===== config.mk =====
export PLATFORM = sky130hd
export DESIGN_NAME = endchk_seq
export DESIGN_NICKNAME = d
export VERILOG_FILES = /design/src/rtl/endchk_pkg.sv /design/src/rtl/endchk_lane_map.sv /design/src/rtl/endchk_capture.sv /design/src/rtl/endchk_report.sv /design/src/rtl/endchk_seq.sv
export SDC_FILE = /design/constraint.sdc
export NUM_CORES = 1
export LEC_CHECK = 0
export CELL_PAD_IN_SITES_DETAIL_PLACEMENT = 0
export CELL_PAD_IN_SITES_GLOBAL_PLACEMENT = 1
export CORE_ASPECT_RATIO = 0.9
export CORE_MARGIN = 2
export CORE_UTILIZATION = 35
export DETAILED_ROUTE_END_ITERATION = 8
export HOLD_SLACK_MARGIN = 0.1
export PLACE_DENSITY = 0.81
export RECOVER_POWER = 50
export SYNTH_ARGS = -nofsm -noshare
export SYNTH_HDL_FRONTEND = slang
export SYNTH_HIERARCHICAL = 1
export SYNTH_SLANG_ARGS = --single-unit

===== constraint.sdc =====
create_clock -name clk -period 3.3 [get_ports clk]
set_clock_uncertainty 0.15 [all_clocks]
set_input_delay 0.825 -clock clk [delete_from_list [all_inputs] [get_ports clk]]
set_output_delay 0.825 -clock clk [all_outputs]
set_load 0.005 [all_outputs]

===== src/rtl/endchk_pkg.sv =====
package endchk_pkg;

  typedef enum logic [1:0] {
    ST_IDLE  = 2'd0,
    ST_XFER  = 2'd1,
    ST_CHECK = 2'd2,
    ST_FIN   = 2'd3
  } endchk_state_e;

  typedef struct packed {
    logic phase;
    logic is_read;
  } endchk_op_t;

endpackage


===== src/rtl/endchk_lane_map.sv =====
module endchk_lane_map #(
  parameter int                  DATA_W  = 32,
  parameter logic [DATA_W-1:0]   PATTERN = 32'h1234_5678,
  localparam int                 LANES   = DATA_W / 8,
  localparam int                 AW      = $clog2(LANES)
) (
  input  endchk_pkg::endchk_op_t op,
  input  logic [AW-1:0]          step,
  input  logic                   big_endian,
  output logic                   cmd_we,
  output logic                   cmd_byte,
  output logic [AW-1:0]          cmd_addr,
  output logic [LANES-1:0]       cmd_strb,
  output logic [DATA_W-1:0]      cmd_wdata,
  output logic [DATA_W-1:0]      exp_val
);

  localparam logic [DATA_W-1:0] PAT_INV = ~PATTERN;

  logic [AW-1:0]     lane_sel;
  logic [7:0]        sel_byte;
  logic [DATA_W-1:0] inv_mask;
  logic [DATA_W-1:0] word_exp;

  // physical lane addressed by the current byte offset
  assign lane_sel = big_endian ? (AW'(LANES - 1) - step) : step;
  assign sel_byte = PATTERN[lane_sel*8 +: 8];

  // lanes whose byte address is at or below the current step
  for (genvar j = 0; j < LANES; j++) begin : g_lane
    logic [AW-1:0] addr_of;
    assign addr_of = big_endian ? AW'(LANES - 1 - j) : AW'(j);
    assign inv_mask[j*8 +: 8] = (addr_of <= step) ? 8'hFF : 8'h00;
  end

  assign word_exp = (PATTERN & ~inv_mask) | (PAT_INV & inv_mask);

  always_comb begin
    cmd_we    = 1'b0;
    cmd_byte  = 1'b0;
    cmd_addr  = '0;
    cmd_strb  = '0;
    cmd_wdata = '0;
    exp_val   = '0;
    case ({op.phase, op.is_read})
      2'b00: begin
        cmd_we    = 1'b1;
        cmd_strb  = '1;
        cmd_wdata = PATTERN;
      end
      2'b01: begin
        cmd_byte  = 1'b1;
        cmd_addr  = step;
        exp_val   = {{(DATA_W-8){1'b0}}, sel_byte};
      end
      2'b10: begin
        cmd_we    = 1'b1;
        cmd_byte  = 1'b1;
        cmd_addr  = step;
        cmd_strb  = LANES'(1) << lane_sel;
        cmd_wdata = PAT_INV;
      end
      default: begin
        exp_val   = word_exp;
      end
    endcase
  end

endmodule


===== src/rtl/endchk_capture.sv =====
module endchk_capture #(
  parameter int DATA_W = 32
) (
  input  logic              clk,
  input  logic              rst_n,
  input  logic              cap_en,
  input  logic              byte_sel,
  input  logic [DATA_W-1:0] rdata,
  output logic [DATA_W-1:0] obs
);

  logic [DATA_W-1:0] obs_d;

  // byte reads keep only the low byte
  always_comb begin
    obs_d = byte_sel ? {{(DATA_W-8){1'b0}}, rdata[7:0]} : rdata;
  end

  always_ff @(posedge clk or negedge rst_n) begin
    if (!rst_n) begin
      obs <= '0;
    end else if (cap_en) begin
      obs <= obs_d;
    end
  end

endmodule


===== src/rtl/endchk_report.sv =====
module endchk_report #(
  parameter int DATA_W = 32,
  localparam int AW    = $clog2(DATA_W / 8)
) (
  input  logic              clk,
  input  logic              rst_n,
  input  logic              clear,
  input  logic              chk_en,
  input  logic              last,
  input  logic              phase,
  input  logic [AW-1:0]     step,
  input  logic [DATA_W-1:0] exp_val,
  input  logic [DATA_W-1:0] obs_val,
  output logic              mismatch,
  output logic              pass,
  output logic              fail,
  output logic              fail_phase,
  output logic [AW-1:0]     fail_step,
  output logic [DATA_W-1:0] fail_expected,
  output logic [DATA_W-1:0] fail_observed
);

  logic rec_en;
  logic pass_en;

  assign mismatch = (exp_val != obs_val);
  assign rec_en   = chk_en && mismatch;
  assign pass_en  = chk_en && !mismatch && last;

  always_ff @(posedge clk or negedge rst_n) begin
    if (!rst_n) begin
      pass          <= 1'b0;
      fail          <= 1'b0;
      fail_phase    <= 1'b0;
      fail_step     <= '0;
      fail_expected <= '0;
      fail_observed <= '0;
    end else if (clear) begin
      pass          <= 1'b0;
      fail          <= 1'b0;
      fail_phase    <= 1'b0;
      fail_step     <= '0;
      fail_expected <= '0;
      fail_observed <= '0;
    end else begin
      if (pass_en) begin
        pass <= 1'b1;
      end
      if (rec_en) begin
        fail          <= 1'b1;
        fail_phase    <= phase;
        fail_step     <= step;
        fail_expected <= exp_val;
        fail_observed <= obs_val;
      end
    end
  end

endmodule


===== src/rtl/endchk_seq.sv =====
module endchk_seq #(
  parameter int                DATA_W  = 32,
  parameter logic [DATA_W-1:0] PATTERN = 32'h1234_5678,
  localparam int               LANES   = DATA_W / 8,
  localparam int               AW      = $clog2(LANES)
) (
  input  logic              clk,
  input  logic              rst_n,
  input  logic              start,
  input  logic              big_endian,
  output logic              bus_req,
  output logic              bus_we,
  output logic              bus_byte,
  output logic [AW-1:0]     bus_addr,
  output logic [LANES-1:0]  bus_strb,
  output logic [DATA_W-1:0] bus_wdata,
  input  logic              bus_ack,
  input  logic [DATA_W-1:0] bus_rdata,
  output logic              done,
  output logic              pass,
  output logic              fail,
  output logic              fail_phase,
  output logic [AW-1:0]     fail_step,
  output logic [DATA_W-1:0] fail_expected,
  output logic [DATA_W-1:0] fail_observed
);

  import endchk_pkg::*;

  localparam logic [AW-1:0] STEP_MAX = AW'(LANES - 1);

  // reset: asserted asynchronously, released on the clock
  logic [1:0] rst_sync_q;
  logic       rst_int_n;

  always_ff @(posedge clk or negedge rst_n) begin
    if (!rst_n) begin
      rst_sync_q <= 2'b00;
    end else begin
      rst_sync_q <= {rst_sync_q[0], 1'b1};
    end
  end
  assign rst_int_n = rst_sync_q[1];

  endchk_state_e     state_q, state_d;
  logic              phase_q, phase_d;
  logic [AW-1:0]     step_q, step_d;
  logic              rd_q, rd_d;
  logic              be_q, be_d;
  logic              ctl_en;
  logic              clr;
  logic              cap_en;
  logic              chk_en;
  logic              last;
  logic              mismatch;
  endchk_op_t        op;
  logic [DATA_W-1:0] exp_val;
  logic [DATA_W-1:0] obs_val;

  assign op.phase   = phase_q;
  assign op.is_read = rd_q;
  assign last       = phase_q && (step_q == STEP_MAX);

  endchk_lane_map #(
    .DATA_W  (DATA_W),
    .PATTERN (PATTERN)
  ) u_map (
    .op         (op),
    .step       (step_q),
    .big_endian (be_q),
    .cmd_we     (bus_we),
    .cmd_byte   (bus_byte),
    .cmd_addr   (bus_addr),
    .cmd_strb   (bus_strb),
    .cmd_wdata  (bus_wdata),
    .exp_val    (exp_val)
  );

  endchk_capture #(
    .DATA_W (DATA_W)
  ) u_cap (
    .clk      (clk),
    .rst_n    (rst_int_n),
    .cap_en   (cap_en),
    .byte_sel (bus_byte),
    .rdata    (bus_rdata),
    .obs      (obs_val)
  );

  endchk_report #(
    .DATA_W (DATA_W)
  ) u_rep (
    .clk           (clk),
    .rst_n         (rst_int_n),
    .clear         (clr),
    .chk_en        (chk_en),
    .last          (last),
    .phase         (phase_q),
    .step          (step_q),
    .exp_val       (exp_val),
    .obs_val       (obs_val),
    .mismatch      (mismatch),
    .pass          (pass),
    .fail          (fail),
    .fail_phase    (fail_phase),
    .fail_step     (fail_step),
    .fail_expected (fail_expected),
    .fail_observed (fail_observed)
  );

  // next-state process
  always_comb begin
    state_d = state_q;
    phase_d = phase_q;
    step_d  = step_q;
    rd_d    = rd_q;
    be_d    = be_q;
    clr     = 1'b0;
    cap_en  = 1'b0;
    chk_en  = 1'b0;
    case (state_q)
      ST_IDLE: begin
        if (start) begin
          state_d = ST_XFER;
          phase_d = 1'b0;
          step_d  = '0;
          rd_d    = 1'b0;
          be_d    = big_endian;
          clr     = 1'b1;
        end
      end
      ST_XFER: begin
        if (bus_ack) begin
          if (rd_q) begin
            cap_en  = 1'b1;
            state_d = ST_CHECK;
          end else begin
            rd_d = 1'b1;
          end
        end
      end
      ST_CHECK: begin
        chk_en = 1'b1;
        if (mismatch || last) begin
          state_d = ST_FIN;
        end else begin
          state_d = ST_XFER;
          if (!phase_q && (step_q == STEP_MAX)) begin
            phase_d = 1'b1;
            step_d  = '0;
            rd_d    = 1'b0;
          end else begin
            step_d = step_q + AW'(1);
            rd_d   = !phase_q;
          end
        end
      end
      default: begin
        state_d = ST_IDLE;
      end
    endcase
  end

  assign ctl_en = (state_d != state_q) || (state_q == ST_XFER);

  // register process
  always_ff @(posedge clk or negedge rst_int_n) begin
    if (!rst_int_n) begin
      state_q <= ST_IDLE;
      phase_q <= 1'b0;
      step_q  <= '0;
      rd_q    <= 1'b0;
      be_q    <= 1'b0;
    end else if (ctl_en) begin
      state_q <= state_d;
      phase_q <= phase_d;
      step_q  <= step_d;
      rd_q    <= rd_d;
      be_q    <= be_d;
    end
  end

  assign bus_req = (state_q == ST_XFER);
  assign done    = (state_q == ST_FIN);

endmodule


==> results.txt <==
----------------------------------------------------
[Min path]
  Worst min-delay path endpoint ... rst_sync_q[1]$_DFF_PN0_
  Hold path startpoint ... rst_sync_q[0]$_DFF_PN0_
  Worst hold stages ... 0
  Type of the most critical hold path ... flip-flop to flip-flop

[STA]
  RSZ-0062 raised after global routing ... true
  Final hold viol count ... 0
  Max Fclk ... 0.306 GHz
  Final count of negative-setup-slack endpoints ... 0
  Least-Margin Pin Slew ... 2.37 ns
  Max-slew headroom at the worst pin ... -0.580
  Final clock period utilization by the worst path ... 0.992
  Time the worst path needs with I/O delays and setup ... 3.27 ns
  Total count of max-transition violations in the final report ... 60
  Setup TNS ... 0 ns

[Layout]
  Area of the multi-input gates ... 2610 um^2
  Number of standard cells in the final layout excluding fillers ... 1,004
  Syn-to-layout area delta ... 32.2%
  Sequential cell area ... 2750 um^2
  Ant diodes ... 0
  Nets ... 810
  Design Area, Final ... 8220 um^2
  Final standard cell utilization of the core ... 0.470
  Count of fill cells added during filler insertion ... 1,671
  Fraction of final layout cells sized beyond drive strength 1 ... 0.178

[Setup path]
  Worst r2r dst ... step_q[0]$_DFFE_PN0P_
  Crit start category ... flip-flop
  Beginning of the critical path ... be_q$_DFFE_PN0P_
  Worst R2R Setup Slack ... 0.03 ns
  Category of the worst setup path capture point ... flip-flop
  Data required time at the worst endpoint ... 3.45 ns
  Setup CP Type ... flip-flop to flip-flop
  Critical-path maximum fanout ... 8
  Worst reg-to-reg path cell count ... 15
  R2R Path Start ... be_q$_DFFE_PN0P_
  Arrival time at the worst endpoint ... 3.42 ns

[Detailed routing]
  WL final ... 16,300 um
  Number of detailed-routing iterations run before antenna repair ... 4
  Drt initial violations ... 291
  Antenna viol nets, final ... 0
  Average detailed-routed wire length per instance ... 16.2 um
  # DRC ... 0
  Ratio of routed vias to standard cells ... 4.67
  Vias ... 4,688

[CTS]
  CTS sink count ... 110
  CTS Buf Count ... 9
  Clock transition at the register clock pins on the worst setup and hold paths after CTS ... 0.07 ns
  Clock latency on the worst-skew pair ... 0.36 ns
  Buffer cell driving the clock tree root ... sky130_fd_sc_hd__clkbuf_16
  Buffers from clock root to sink, at most ... 2
  Clock H-tree levels ... 3
  TritonCTS clock tree ... built

[Synth]
  Number of flops mapped to enable cells by yosys ... 0
  Synthesized area per cell ... 9.84 um^2
  Proportion of synthesized flip-flops having asynchronous set or reset ... 1.00
  Number of nets in the synthesized netlist ... 683
  Share of Yosys cell area claimed by the top area cell type ... 0.442
  Multiplexer share of the synthesized area ... 0.0161
  Number of instances in the synthesized netlist ... 632
  Cell variety after synth ... 50
  Largest area contributor in the synthesized netlist ... sky130_fd_sc_hd__dfrtp_1
  Synth warnings ... 6
  Main combinational cell family by area after synthesis ... buffers and inverters
  Number of register bits inferred by synthesis ... 110
  Synth Area in XOR/XNOR ... 0.0451
  Mapped Area ... 6220 um^2
  Main area contributors after synthesis ... sky130_fd_sc_hd__dfrtp_1, sky130_fd_sc_hd__nand2b_1, sky130_fd_sc_hd__buf_4
  Post-synthesis simple-gate area fraction ... 0.144
  Most used DFF post-synth ... sky130_fd_sc_hd__dfrtp_1
  Post-synthesis compound-gate area fraction ... 0.162
  Adder and majority cell fraction of the synthesized area ... 0.0282
  Fraction of the yosys area taken by sequential cells ... 0.442

[Power]
  Leak pwr ... 3.70 nW
  Fraction of power spent switching nets ... 0.372
  Power share of the sequential group ... 0.323
  Cell-internal power ... 4.40 mW
  Power density normalized to cell area ... 852 nW/um^2
  Clock share of power ... 0.151
  Switching power ... 2.61 mW
  Largest voltage drop on the vdd net ... 0.392 mV
  Combinational share of power ... 0.527

[Global routing]
  Wire length of the first global-routing pass ... 25,200 um
  Global-route usage over all layers ... 0.173
  Global route total overflow ... 0
  Number of global-route vias before repair ... 4,652
  Maximum number of pins on one net before global-route repair ... 60
  Initial antenna violation count ... 0

[Die]
  Initial core utilization ... 0.356
  DIE WIDTH ... 145 um
  Boundary pin count ... 148
  Area of the placeable core ... 17,500 um^2
  Rows ... 46
  Vertical die dimension ... 130 um
  DIE AREA ... 18,900 um^2

[Place]
  Post-DP HPWL ... 11,500 um
  Final GP Congestion ... 0.887
  Standard cell area after detailed placement ... 7750 um^2
  Total of buffers placed on input and output ports ... 147
  Placed cells ... 977

[Status]
  Outcome ... finished, violations left
  Violations in the final reports ... capacitance limit, slew limit

[Run]
  Count of max-cap constraint violations ... 1

----------------------------------------------------
==> cell families (layout without fill, tap and decap cells) <==
group                    after synthesis  after routing
AND/OR/NAND/NOR                      141            141
XOR/XNOR                              32             32
multiplexers                           9              9
buffers and inverters                186            318
AO/OA/AOI/OAI                        139            139
other                                  1              1
adder cells (fa/ha/maj)               14             14
flip-flops                           110            110
==> power by group through the flow <==
stage | Clock [mW] | Sequential (mW) | Combinational [mW]
detailed placement | 0 | 2.29 | 3.41
global placement | 0 | 2.30 | 3.41
global route | 1.14 | 2.33 | 4.02
CTS | 1.09 | 2.27 | 3.57
finish | 1.06 | 2.26 | 3.69
floorplan | 0 | 2.19 | 2.13
==> how the worst max path moves through the flow <==
stage | end | slack [ns]
2_1_floorplan | be_q$_DFFE_PN0P_ | 0.02
5_1_grt | step_q[0]$_DFFE_PN0P_ | -0.20
4_1_cts | be_q$_DFFE_PN0P_ | 0.003
3_3_place_gp | be_q$_DFFE_PN0P_ | -0.09
3_5_place_dp | rd_q$_DFFE_PN0P_ | -0.10
6_report | step_q[0]$_DFFE_PN0P_ | 0.03
==> layout by cell type (no fill, tap or decap), types with 3 or more instances in the layout <==
master and count:
sky130_fd_sc_hd__a21oi_1 9, sky130_fd_sc_hd__a31o_2 3, sky130_fd_sc_hd__and2_1 3, sky130_fd_sc_hd__buf_4 43, sky130_fd_sc_hd__buf_6 3, sky130_fd_sc_hd__clkbuf_16 9, sky130_fd_sc_hd__clkbuf_2 3, sky130_fd_sc_hd__clkbuf_8 3
sky130_fd_sc_hd__clkdlybuf4s50_1 103, sky130_fd_sc_hd__dfrtp_1 110, sky130_fd_sc_hd__dlygate4sd3_1 44, sky130_fd_sc_hd__ha_1 12, sky130_fd_sc_hd__inv_1 101, sky130_fd_sc_hd__inv_2 3, sky130_fd_sc_hd__mux2_2 8, sky130_fd_sc_hd__nand2_1 6
sky130_fd_sc_hd__nand2b_1 69, sky130_fd_sc_hd__nand3b_1 24, sky130_fd_sc_hd__nand4_1 3, sky130_fd_sc_hd__nor2_1 4, sky130_fd_sc_hd__nor2b_1 3, sky130_fd_sc_hd__nor4_1 5, sky130_fd_sc_hd__nor4_2 3, sky130_fd_sc_hd__o21ai_0 16
sky130_fd_sc_hd__o21ai_1 16, sky130_fd_sc_hd__o21ai_2 3, sky130_fd_sc_hd__o22ai_1 47, sky130_fd_sc_hd__o22ai_2 22, sky130_fd_sc_hd__xor2_1 31
==> registers in the layout, summed over array words and instances (netlist names) <==
signal / flops
u_rep/fail: 1
u_rep/fail_observed: 32
rd_q: 1
u_rep/fail_step: 2
u_rep/fail_expected: 32
be_q: 1
u_rep/fail_phase: 1
phase_q: 1
step_q: 2
u_rep/pass: 1
state_q: 2
rst_sync_q: 2
u_cap/obs: 32
==> worst max-delay path, stage by stage, from the launching register on <==
cell and delay [ns]:
sky130_fd_sc_hd__dfrtp_1 0.39, sky130_fd_sc_hd__inv_2 0.09, sky130_fd_sc_hd__ha_4 0.23, sky130_fd_sc_hd__buf_6 0.12, sky130_fd_sc_hd__nor2b_2 0.15, sky130_fd_sc_hd__o22ai_2 0.17, sky130_fd_sc_hd__and2_4 0.27, sky130_fd_sc_hd__xor2_1 0.09
sky130_fd_sc_hd__nor4_1 0.31, sky130_fd_sc_hd__nand4_1 0.17, sky130_fd_sc_hd__or2_4 0.29, sky130_fd_sc_hd__a21o_4 0.21, sky130_fd_sc_hd__buf_4 0.14, sky130_fd_sc_hd__a21oi_2 0.13, sky130_fd_sc_hd__o21a_1 0.15, sky130_fd_sc_hd__a32o_1 0.16
==> metal layers <==
layer	vias up	global-route usage	share of wire
li1	2289	-	-
met1	2267	0.245	0.48
met2	119	0.266	0.46
met3	13	0.0448	0.057
met4	0	0.0451	0.011
met5	-	0	0
==> cells in the mapped netlist, types with 3 or more instances <==
cell / instances
sky130_fd_sc_hd__xor2_1: 32
sky130_fd_sc_hd__mux2_2: 8
sky130_fd_sc_hd__nor2b_1: 4
sky130_fd_sc_hd__o22ai_1: 49
sky130_fd_sc_hd__o21ai_0: 19
sky130_fd_sc_hd__ha_1: 14
sky130_fd_sc_hd__nor4_1: 8
sky130_fd_sc_hd__o21ai_1: 16
sky130_fd_sc_hd__a31o_2: 3
sky130_fd_sc_hd__a21oi_1: 10
sky130_fd_sc_hd__nand2_1: 7
sky130_fd_sc_hd__clkbuf_1: 10
sky130_fd_sc_hd__dfrtp_1: 110
sky130_fd_sc_hd__buf_6: 14
sky130_fd_sc_hd__nor2_1: 7
sky130_fd_sc_hd__nand2b_1: 69
sky130_fd_sc_hd__nand4_1: 3
sky130_fd_sc_hd__o21a_1: 3
sky130_fd_sc_hd__and2_1: 6
sky130_fd_sc_hd__o22ai_2: 20
sky130_fd_sc_hd__inv_1: 104
sky130_fd_sc_hd__buf_4: 52
sky130_fd_sc_hd__buf_2: 6
sky130_fd_sc_hd__nand3b_1: 24
==> final cells by class <==
class | count | area share
clock buffer | 13 | 0.0329
clock inverter | 3 | 0.00213
inverter | 104 | 0.0475
multi-input combinational | 336 | 0.317
sequential | 110 | 0.335
tap | 240 | 0.0365
timing repair buffer | 198 | 0.229
==> stage by stage <==
step / worst slack (ns) / power, mW / hold WS (ns)
after detailed placement: -0.104 / 5.70 / 0.189
after CTS: 0.00265 / 6.93 / 0.205
after floorplan: 0.0171 / 4.31 / 0.181
after global routing: -0.199 / 7.49 / 0.210
final: 0.0270 / 7.00 / 0.201
after global placement: -0.0853 / 5.71 / 0.186
==> what timing repair did <==
item                       4_1_cts  5_1_grt
resized for setup               10       15
setup endpoints to repair        4        5
hold endpoints to repair         0        0
setup buffers                    5        6
pin swaps                        5       12
hold buffers                     0        0
Power figures use the tool's default switching activity.
